===== src/rtl/adcseq_pkg.sv =====
package adcseq_pkg;

  typedef enum logic [2:0] {
    S_IDLE = 3'd0,
    S_WAKE = 3'd1,
    S_CONV = 3'd2,
    S_WAIT = 3'd3,
    S_STRB = 3'd4,
    S_GAP  = 3'd5
  } seq_st_e;

  // nanoseconds to clock cycles, rounded up, never below one
  function automatic int ns_to_cyc(input int khz, input int ns);
    longint t;
    t = (longint'(khz) * longint'(ns) + 64'sd999999) / 64'sd1000000;
    if (t < 1) t = 1;
    return int'(t);
  endfunction

endpackage


===== src/rtl/adcseq_tmr.sv =====
module adcseq_tmr #(
  parameter int W = 8
) (
  input  logic         clk_i,
  input  logic         rst_ni,
  input  logic         load_i,
  input  logic [W-1:0] val_i,
  output logic         zero_o
);

  logic [W-1:0] cnt_q;

  always_ff @(posedge clk_i or negedge rst_ni) begin
    if (!rst_ni)             cnt_q <= '0;
    else if (load_i)         cnt_q <= val_i;
    else if (cnt_q != '0)    cnt_q <= cnt_q - 1'b1;
  end

  assign zero_o = (cnt_q == '0);

  AST_TMR_SATURATE: assert property (@(posedge clk_i) disable iff (!rst_ni)
    (zero_o && !load_i) |=> zero_o);

endmodule


===== src/rtl/adcseq_pick.sv =====
module adcseq_pick #(
  parameter int N = 4
) (
  input  logic [N-1:0] req_i,
  output logic [N-1:0] sel_o
);

  logic [N:0] seen;
  assign seen[0] = 1'b0;

  for (genvar g = 0; g < N; g++) begin : g_chain
    assign sel_o[g]    = req_i[g] & ~seen[g];
    assign seen[g + 1] = seen[g] | req_i[g];
  end

endmodule


===== src/rtl/adcseq_bank.sv =====
module adcseq_bank #(
  parameter int NCH = 4,
  parameter int DW  = 14
) (
  input  logic              clk_i,
  input  logic              rst_ni,
  input  logic [NCH-1:0]    we_i,
  input  logic [DW-1:0]     din_i,
  output logic [NCH*DW-1:0] res_o
);

  for (genvar k = 0; k < NCH; k++) begin : g_slot
    logic [DW-1:0] slot_q;
    always_ff @(posedge clk_i or negedge rst_ni) begin
      if (!rst_ni)     slot_q <= '0;
      else if (we_i[k]) slot_q <= din_i;
    end
    assign res_o[k*DW +: DW] = slot_q;
  end

  AST_BANK_ONE_WRITE: assert property (@(posedge clk_i) disable iff (!rst_ni)
    $onehot0(we_i));

endmodule


===== src/rtl/adcseq_ctrl.sv =====
module adcseq_ctrl
  import adcseq_pkg::*;
#(
  parameter int NCH        = 4,
  parameter int DW         = 14,
  parameter int CLK_KHZ    = 250000,
  parameter int WAKE_NS    = 1000,
  parameter int CONVST_NS  = 40,
  parameter int RL_W       = 4,
  parameter int TMO_W      = 16
) (
  input  logic              clk_i,
  input  logic              rst_ni,
  input  logic              start_i,
  input  logic [NCH-1:0]    chan_mask_i,
  input  logic              mode_i,
  input  logic              stby_en_i,
  input  logic [RL_W-1:0]   rd_len_i,
  input  logic [TMO_W-1:0]  tmo_lim_i,
  input  logic [DW-1:0]     adc_db_i,
  input  logic              adc_busy_i,
  input  logic              adc_eoc_ni,
  output logic              busy_o,
  output logic              done_o,
  output logic              err_o,
  output logic [NCH*DW-1:0] res_o,
  output logic              adc_cs_no,
  output logic              adc_rd_no,
  output logic              adc_wr_no,
  output logic              adc_convst_no,
  output logic              adc_stby_no
);

  localparam int WAKE_CYC = ns_to_cyc(CLK_KHZ, WAKE_NS);
  localparam int CV_CYC   = ns_to_cyc(CLK_KHZ, CONVST_NS);
  localparam int PH_MAX   = ((WAKE_CYC > CV_CYC) ? WAKE_CYC : CV_CYC) + (1 << RL_W);
  localparam int PH_W     = $clog2(PH_MAX + 1);

  seq_st_e          st_q;
  logic [NCH-1:0]   rem_q;
  logic             mode_q;
  logic             sen_q;
  logic [RL_W-1:0]  rl_q;
  logic [TMO_W-1:0] lim_q;
  logic             bsy_d_q;
  logic             eoc_d_q;
  logic             cs_q, rd_q, cv_q, sb_q;
  logic             done_q, err_q;

  logic             ph_load, ph_zero;
  logic [PH_W-1:0]  ph_val;
  logic             to_load, to_zero;
  logic [NCH-1:0]   sel;
  logic [NCH-1:0]   bank_we;
  logic [RL_W-1:0]  rl_eff;
  logic             start_acc, last_rd, busy_fall, eoc_fall, evt;

  assign start_acc = (st_q == S_IDLE) && start_i && (chan_mask_i != '0);
  assign rl_eff    = (rl_q == '0) ? RL_W'(1) : rl_q;
  assign last_rd   = ((rem_q & ~sel) == '0);
  assign busy_fall = bsy_d_q & ~adc_busy_i;
  assign eoc_fall  = eoc_d_q & ~adc_eoc_ni;
  assign evt       = mode_q ? eoc_fall : busy_fall;
  assign bank_we   = (st_q == S_STRB && ph_zero) ? sel : '0;

  // phase timer loads
  always_comb begin
    ph_load = 1'b0;
    ph_val  = '0;
    to_load = 1'b0;
    unique case (st_q)
      S_IDLE: if (start_acc) begin
        ph_load = 1'b1;
        ph_val  = sb_q ? PH_W'(CV_CYC - 1) : PH_W'(WAKE_CYC - 1);
      end
      S_WAKE: if (ph_zero) begin
        ph_load = 1'b1;
        ph_val  = PH_W'(CV_CYC - 1);
      end
      S_CONV: if (ph_zero) to_load = 1'b1;
      S_WAIT: if (evt) begin
        ph_load = 1'b1;
        ph_val  = {{(PH_W - RL_W){1'b0}}, rl_eff} - PH_W'(1);
      end
      S_GAP: begin
        ph_load = 1'b1;
        ph_val  = {{(PH_W - RL_W){1'b0}}, rl_eff} - PH_W'(1);
      end
      default: ;
    endcase
  end

  adcseq_tmr #(.W(PH_W)) u_phase (
    .clk_i  (clk_i),
    .rst_ni (rst_ni),
    .load_i (ph_load),
    .val_i  (ph_val),
    .zero_o (ph_zero)
  );

  adcseq_tmr #(.W(TMO_W)) u_tmo (
    .clk_i  (clk_i),
    .rst_ni (rst_ni),
    .load_i (to_load),
    .val_i  (lim_q),
    .zero_o (to_zero)
  );

  adcseq_pick #(.N(NCH)) u_pick (
    .req_i (rem_q),
    .sel_o (sel)
  );

  adcseq_bank #(.NCH(NCH), .DW(DW)) u_bank (
    .clk_i  (clk_i),
    .rst_ni (rst_ni),
    .we_i   (bank_we),
    .din_i  (adc_db_i),
    .res_o  (res_o)
  );

  always_ff @(posedge clk_i or negedge rst_ni) begin
    if (!rst_ni) begin
      st_q    <= S_IDLE;
      rem_q   <= '0;
      mode_q  <= 1'b0;
      sen_q   <= 1'b0;
      rl_q    <= '0;
      lim_q   <= '0;
      bsy_d_q <= 1'b0;
      eoc_d_q <= 1'b1;
      cs_q    <= 1'b1;
      rd_q    <= 1'b1;
      cv_q    <= 1'b1;
      sb_q    <= 1'b0;
      done_q  <= 1'b0;
      err_q   <= 1'b0;
    end else begin
      bsy_d_q <= adc_busy_i;
      eoc_d_q <= adc_eoc_ni;
      done_q  <= 1'b0;
      unique case (st_q)
        S_IDLE: if (start_acc) begin
          rem_q  <= chan_mask_i;
          mode_q <= mode_i;
          sen_q  <= stby_en_i;
          rl_q   <= rd_len_i;
          lim_q  <= tmo_lim_i;
          err_q  <= 1'b0;
          if (!sb_q) begin
            sb_q <= 1'b1;
            st_q <= S_WAKE;
          end else begin
            cv_q <= 1'b0;
            st_q <= S_CONV;
          end
        end
        S_WAKE: if (ph_zero) begin
          cv_q <= 1'b0;
          st_q <= S_CONV;
        end
        S_CONV: if (ph_zero) begin
          cv_q <= 1'b1;
          st_q <= S_WAIT;
        end
        S_WAIT: begin
          if (evt) begin
            cs_q <= 1'b0;
            rd_q <= 1'b0;
            st_q <= S_STRB;
          end else if (to_zero) begin
            err_q <= 1'b1;
            sb_q  <= ~sen_q;
            st_q  <= S_IDLE;
          end
        end
        S_STRB: if (ph_zero) begin
          cs_q  <= 1'b1;
          rd_q  <= 1'b1;
          rem_q <= rem_q & ~sel;
          if (last_rd) begin
            done_q <= 1'b1;
            sb_q   <= ~sen_q;
            st_q   <= S_IDLE;
          end else begin
            st_q <= mode_q ? S_WAIT : S_GAP;
          end
        end
        S_GAP: begin
          cs_q <= 1'b0;
          rd_q <= 1'b0;
          st_q <= S_STRB;
        end
        default: st_q <= S_IDLE;
      endcase
    end
  end

  assign busy_o        = (st_q != S_IDLE);
  assign done_o        = done_q;
  assign err_o         = err_q;
  assign adc_cs_no     = cs_q;
  assign adc_rd_no     = rd_q;
  assign adc_wr_no     = 1'b1;
  assign adc_convst_no = cv_q;
  assign adc_stby_no   = sb_q;

  AST_REQ_LOCKED: assert property (@(posedge clk_i) disable iff (!rst_ni)
    (st_q != S_IDLE) |=> $stable(mode_q));
  AST_CONVST_AWAKE: assert property (@(posedge clk_i) disable iff (!rst_ni)
    !adc_convst_no |-> adc_stby_no);
  AST_NO_READ_IN_CONVERT: assert property (@(posedge clk_i) disable iff (!rst_ni)
    !adc_convst_no |-> adc_rd_no);
  AST_STROBE_PAIRED: assert property (@(posedge clk_i) disable iff (!rst_ni)
    adc_cs_no == adc_rd_no);
  AST_DONE_SINGLE: assert property (@(posedge clk_i) disable iff (!rst_ni)
    done_o |=> !done_o);
  AST_STBY_AFTER_DONE: assert property (@(posedge clk_i) disable iff (!rst_ni)
    (done_o && sen_q) |-> !adc_stby_no);
  AST_ERR_NOT_DONE: assert property (@(posedge clk_i) disable iff (!rst_ni)
    err_o |-> !done_o);
  AST_RES_HOLD_IDLE: assert property (@(posedge clk_i) disable iff (!rst_ni)
    (st_q == S_IDLE && !start_i) |=> $stable(res_o));

endmodule


===== config.mk =====
export PLATFORM = sky130hd
export DESIGN_NAME = adcseq_ctrl
export DESIGN_NICKNAME = d
export VERILOG_FILES = /design/src/rtl/adcseq_pkg.sv /design/src/rtl/adcseq_tmr.sv /design/src/rtl/adcseq_pick.sv /design/src/rtl/adcseq_bank.sv /design/src/rtl/adcseq_ctrl.sv
export SDC_FILE = /design/constraint.sdc
export NUM_CORES = 1
export LEC_CHECK = 0
export BUFFER_PORTS_ARGS = -buffer_cell sky130_fd_sc_hd__buf_2
export CAP_MARGIN = 20
export CELL_PAD_IN_SITES_DETAIL_PLACEMENT = 1
export CELL_PAD_IN_SITES_GLOBAL_PLACEMENT = 1
export CORE_ASPECT_RATIO = 0.7
export CORE_MARGIN = 3
export CORE_UTILIZATION = 40
export CTS_BUF_LIST = sky130_fd_sc_hd__clkbuf_8 sky130_fd_sc_hd__clkbuf_16
export DETAILED_ROUTE_END_ITERATION = 8
export GPL_TIMING_DRIVEN = 0
export PLACE_DENSITY = 0.83
export REMOVE_ABC_BUFFERS = 1
export SLEW_MARGIN = 5
export SYNTH_ARGS = -nofsm -noshare
export SYNTH_HDL_FRONTEND = slang
export SYNTH_HIERARCHICAL = 1
export SYNTH_SLANG_ARGS = --single-unit

===== constraint.sdc =====
create_clock -name clk_i -period 2.8 [get_ports clk_i]
set_input_delay 0.56 -clock clk_i [delete_from_list [all_inputs] [get_ports clk_i]]
set_output_delay 0.56 -clock clk_i [all_outputs]
set_load 0.05 [all_outputs]

==> impl_metrics.yaml <==
worst_setup_path:
  crit_path_max_fanout: 14
  cp-end-kind: "flip-flop"
  crit_start: "u_phase/cnt_q[0]"
  crit_type: "flip-flop to flip-flop"
  worstPathRequired_ns: 3.09
  reg2reg_setup_slack_ns: 0.08
  r2r_end: "u_bank/g_slot[3].slot_q[10]"
  rr_startpoint: "u_phase/cnt_q[0]"
  rr_worst_depth: 8
  cp.arrival_ns: 3.00
  startpoint_type: "flip-flop"
power:
  power_leakage_nw: 3.34
  cellPowerDensity_nw_per_um2: 944
  ir_drop_mv: 0.460
floorplanning:
  die_h_um: 104
  dieArea_sq_um: 15100
  row_count: 35
  dieWidth_um: 146
  core_sq_um: 13200
  io_pins: 109
  initial_core_util: 0.413
clocking:
  htreeDepth: 4
  clockBufferDepth: 2
  hold_buffers: 0
  cts_buffers: 17
  clkSlewWorstSetupHoldPaths_ns: 0.06
  cts_tree: "done"
  clock_sinks: 117
  root_buffer: "clkbuf_16"
  clk_latency_ns: 0.41
detailed_routing:
  highest_layer: "met4"
  dr.pass1.iters: 4
  wl_met3_um: 861
  drtAntennaViolNets: 0
  routed_via_density: 5.27
  drc_errors: 0
  drt-wirelength-per-cell_um: 18.4
  drt-met1-wl_um: 6360
  num_vias: 4059
  finalWirelength_um: 14200
  drtIter0Drc: 190
  met2WireLength_um: 6840
yosys:
  ys_ff_latch: 117
  ys_seq_area_frac: 0.537
  yosysTopAreaCell: "dfrtp_1"
  synthArstFlopShare: 1.00
  synthDistinctLibCells: 68
  synth_area_sq_um: 5460
  synth-edff-count: 0
  syn_inst: 448
  yosys_warnings: 6
  synth_ff_type: "dfrtp_1"
  synth_area_leaders: "dfrtp_1 (52%), mux2_2 (16%), nand2_1 (1.9%)"
  synth_top_cell_area_share: 0.523
  syn_avg_cell_area_sq_um: 12.2
cells_and_area:
  multi_input_comb_area_sq_um: 2360
  drive_gt1_frac: 0.470
  final_util: 0.521
  finalInstanceArea_sq_um: 6890
  final_cell_mix: "dfrtp_1 (114), buf_2 (106), mux2_2 (79)"
  sequential_cell_area_sq_um: 2930
  nets: 620
  n_fill_cell: 1428
  num_antenna_cells: 0
  syn2layout_area_growth_pct: 26.3
  layout_commonest_cell: "dfrtp_1"
timing:
  hold_viol_final: 0
  max_freq_mhz: 368
  relSlewSlack: 0.390
  worst_slack_ns: 0.0824
  slew_violations: 0
  skew_ns: 0.00942
  worstMarginPinSlew_ns: 0.913
  setup_viol: 0
  fin_crit_sh: 0.971
  fin_crit_ns: 2.72
  fin_setup_tns_ns: 0
placed_design:
  place_congestion: 0.806
  dpl-instance-area_sq_um: 6110
  io_buffer_count: 107
  hpwl_um: 9440
  dp_slack_ns: -1.26
global_route:
  grt.overflow.total: 0
  grt_pass1_wl_um: 23600
  track_usage: 0.194
  grt_max_degree: 82
  antenna_found_initial: 0
  first_global_vias: 4333
hold_path:
  hp-class: "input pin to asynchronous set/reset pin"
status:
  status: "complete, no violations"
flow_run:
  maxCapViolCount: 0
==> per-stage QoR <==
| stage | hold WS [ns] | cells | total power, mW |
|---|---|---|---|
| after detailed placement | 0.485 | 720 | 4.24 |
| final | 0.0541 | 770 | 6.50 |
| after CTS | 0.0531 | 764 | 6.46 |
| after global routing | 0.0680 | 770 | 6.91 |
| after global placement | 0.470 | 718 | 4.10 |
| after floorplan | 0.264 | 426 | 3.73 |
==> synth_stat cells, types with 2 or more instances <==
cell and instances:
dfrtp_1 114, mux2_2 79, nand2_1 27, nor2_1 19, nor3_1 17, o21ai_0 16
a21oi_1 15, inv_1 13, o21ai_1 11, xnor2_1 11, buf_6 8, o31ai_1 8
clkbuf_1 7, nand2b_1 7, mux2i_1 5, a211oi_1 4, and3_1 4, buf_2 4
nor3b_1 4, a311oi_1 3, buf_4 3, dfstp_2 3, ha_1 3, nand3_1 3
nand3b_1 3, nor2_2 3, nor4_1 3, o31a_1 3, or3_1 3, or4_1 3
a21o_1 2, nor2b_1 2, nor3_2 2, or3b_1 2
==> how the worst max path moves through the flow <==
stage	end	slack, ns
final	u_bank/g_slot[3].slot_q[10]	0.08
after global routing	u_phase/cnt_q[7]	-0.02
after CTS	u_bank/g_slot[3].slot_q[10]	0.007
after detailed placement	u_tmo/cnt_q[1]	-1.26
after global placement	u_tmo/cnt_q[10]	-3.28
after floorplan	u_tmo/cnt_q[10]	-1.53
==> flip-flops by register name, indices dropped and copies added, names as in the netlist, 3 cells and up <==
signal	flops
lim_q	16
rem_q	4
rl_q	4
st_q	3
u_bank/g_slot.slot_q	56
u_phase/cnt_q	9
u_tmo/cnt_q	16
==> worst max-delay path, stage by stage (launching register included) <==
cell	delay [ns]
dfrtp_1	0.41
inv_2	0.10
ha_4	0.15
or4b_4	0.47
or2_4	0.28
clkinvlp_4	0.15
buf_4	0.15
and3_2	0.48
mux2_2	0.40
==> cell families (layout without fill, tap and decap cells) <==
logic type / count (synthesis) / after routing / share of synthesized area
compound gates: 80 / 80 / 0.103
xor+xnor: 12 / 12 / 0.0193
fa+ha+maj: 3 / 3 / 0.00688
buf+inv: 37 / 174 / 0.0394
flops: 117 / 117 / 0.537
mux: 84 / 84 / 0.172
other cells: 1 / 1 / 0.000687
simple gates: 114 / 114 / 0.121
==> where the power goes <==
| group | switching (mW) | internal, mW |
|---|---|---|
| clock network | 0.847 | 1.24 |
| logic | 1.02 | 0.870 |
| registers | 0.435 | 2.09 |
| total | 2.30 | 4.20 |
==> layout make-up <==
cell class | count | share of cell area
Timing Repair Buffer | 127 | 0.106
Clock buffer | 17 | 0.0617
Multi-Input combinational cell | 294 | 0.343
Tap cell | 185 | 0.0336
Inverter | 15 | 0.00999
Clock inverter | 15 | 0.0211
Sequential cell | 117 | 0.425
==> what timing repair did <==
item | CTS | global route
resized for setup | 14 | 6
setup buffers | 12 | 6
endpoints found under the setup margin | 84 | 78
hold endpoints to repair | 0 | 0
pin swaps | 2 | 4
==> metal layers <==
metal | up-vias | global-route usage
li1 | 1874 | -
met1 | 2079 | 0.254
met2 | 94 | 0.312
met3 | 12 | 0.0647
met4 | 0 | 0.0528
met5 | - | 0
Power figures use the tool's default switching activity.
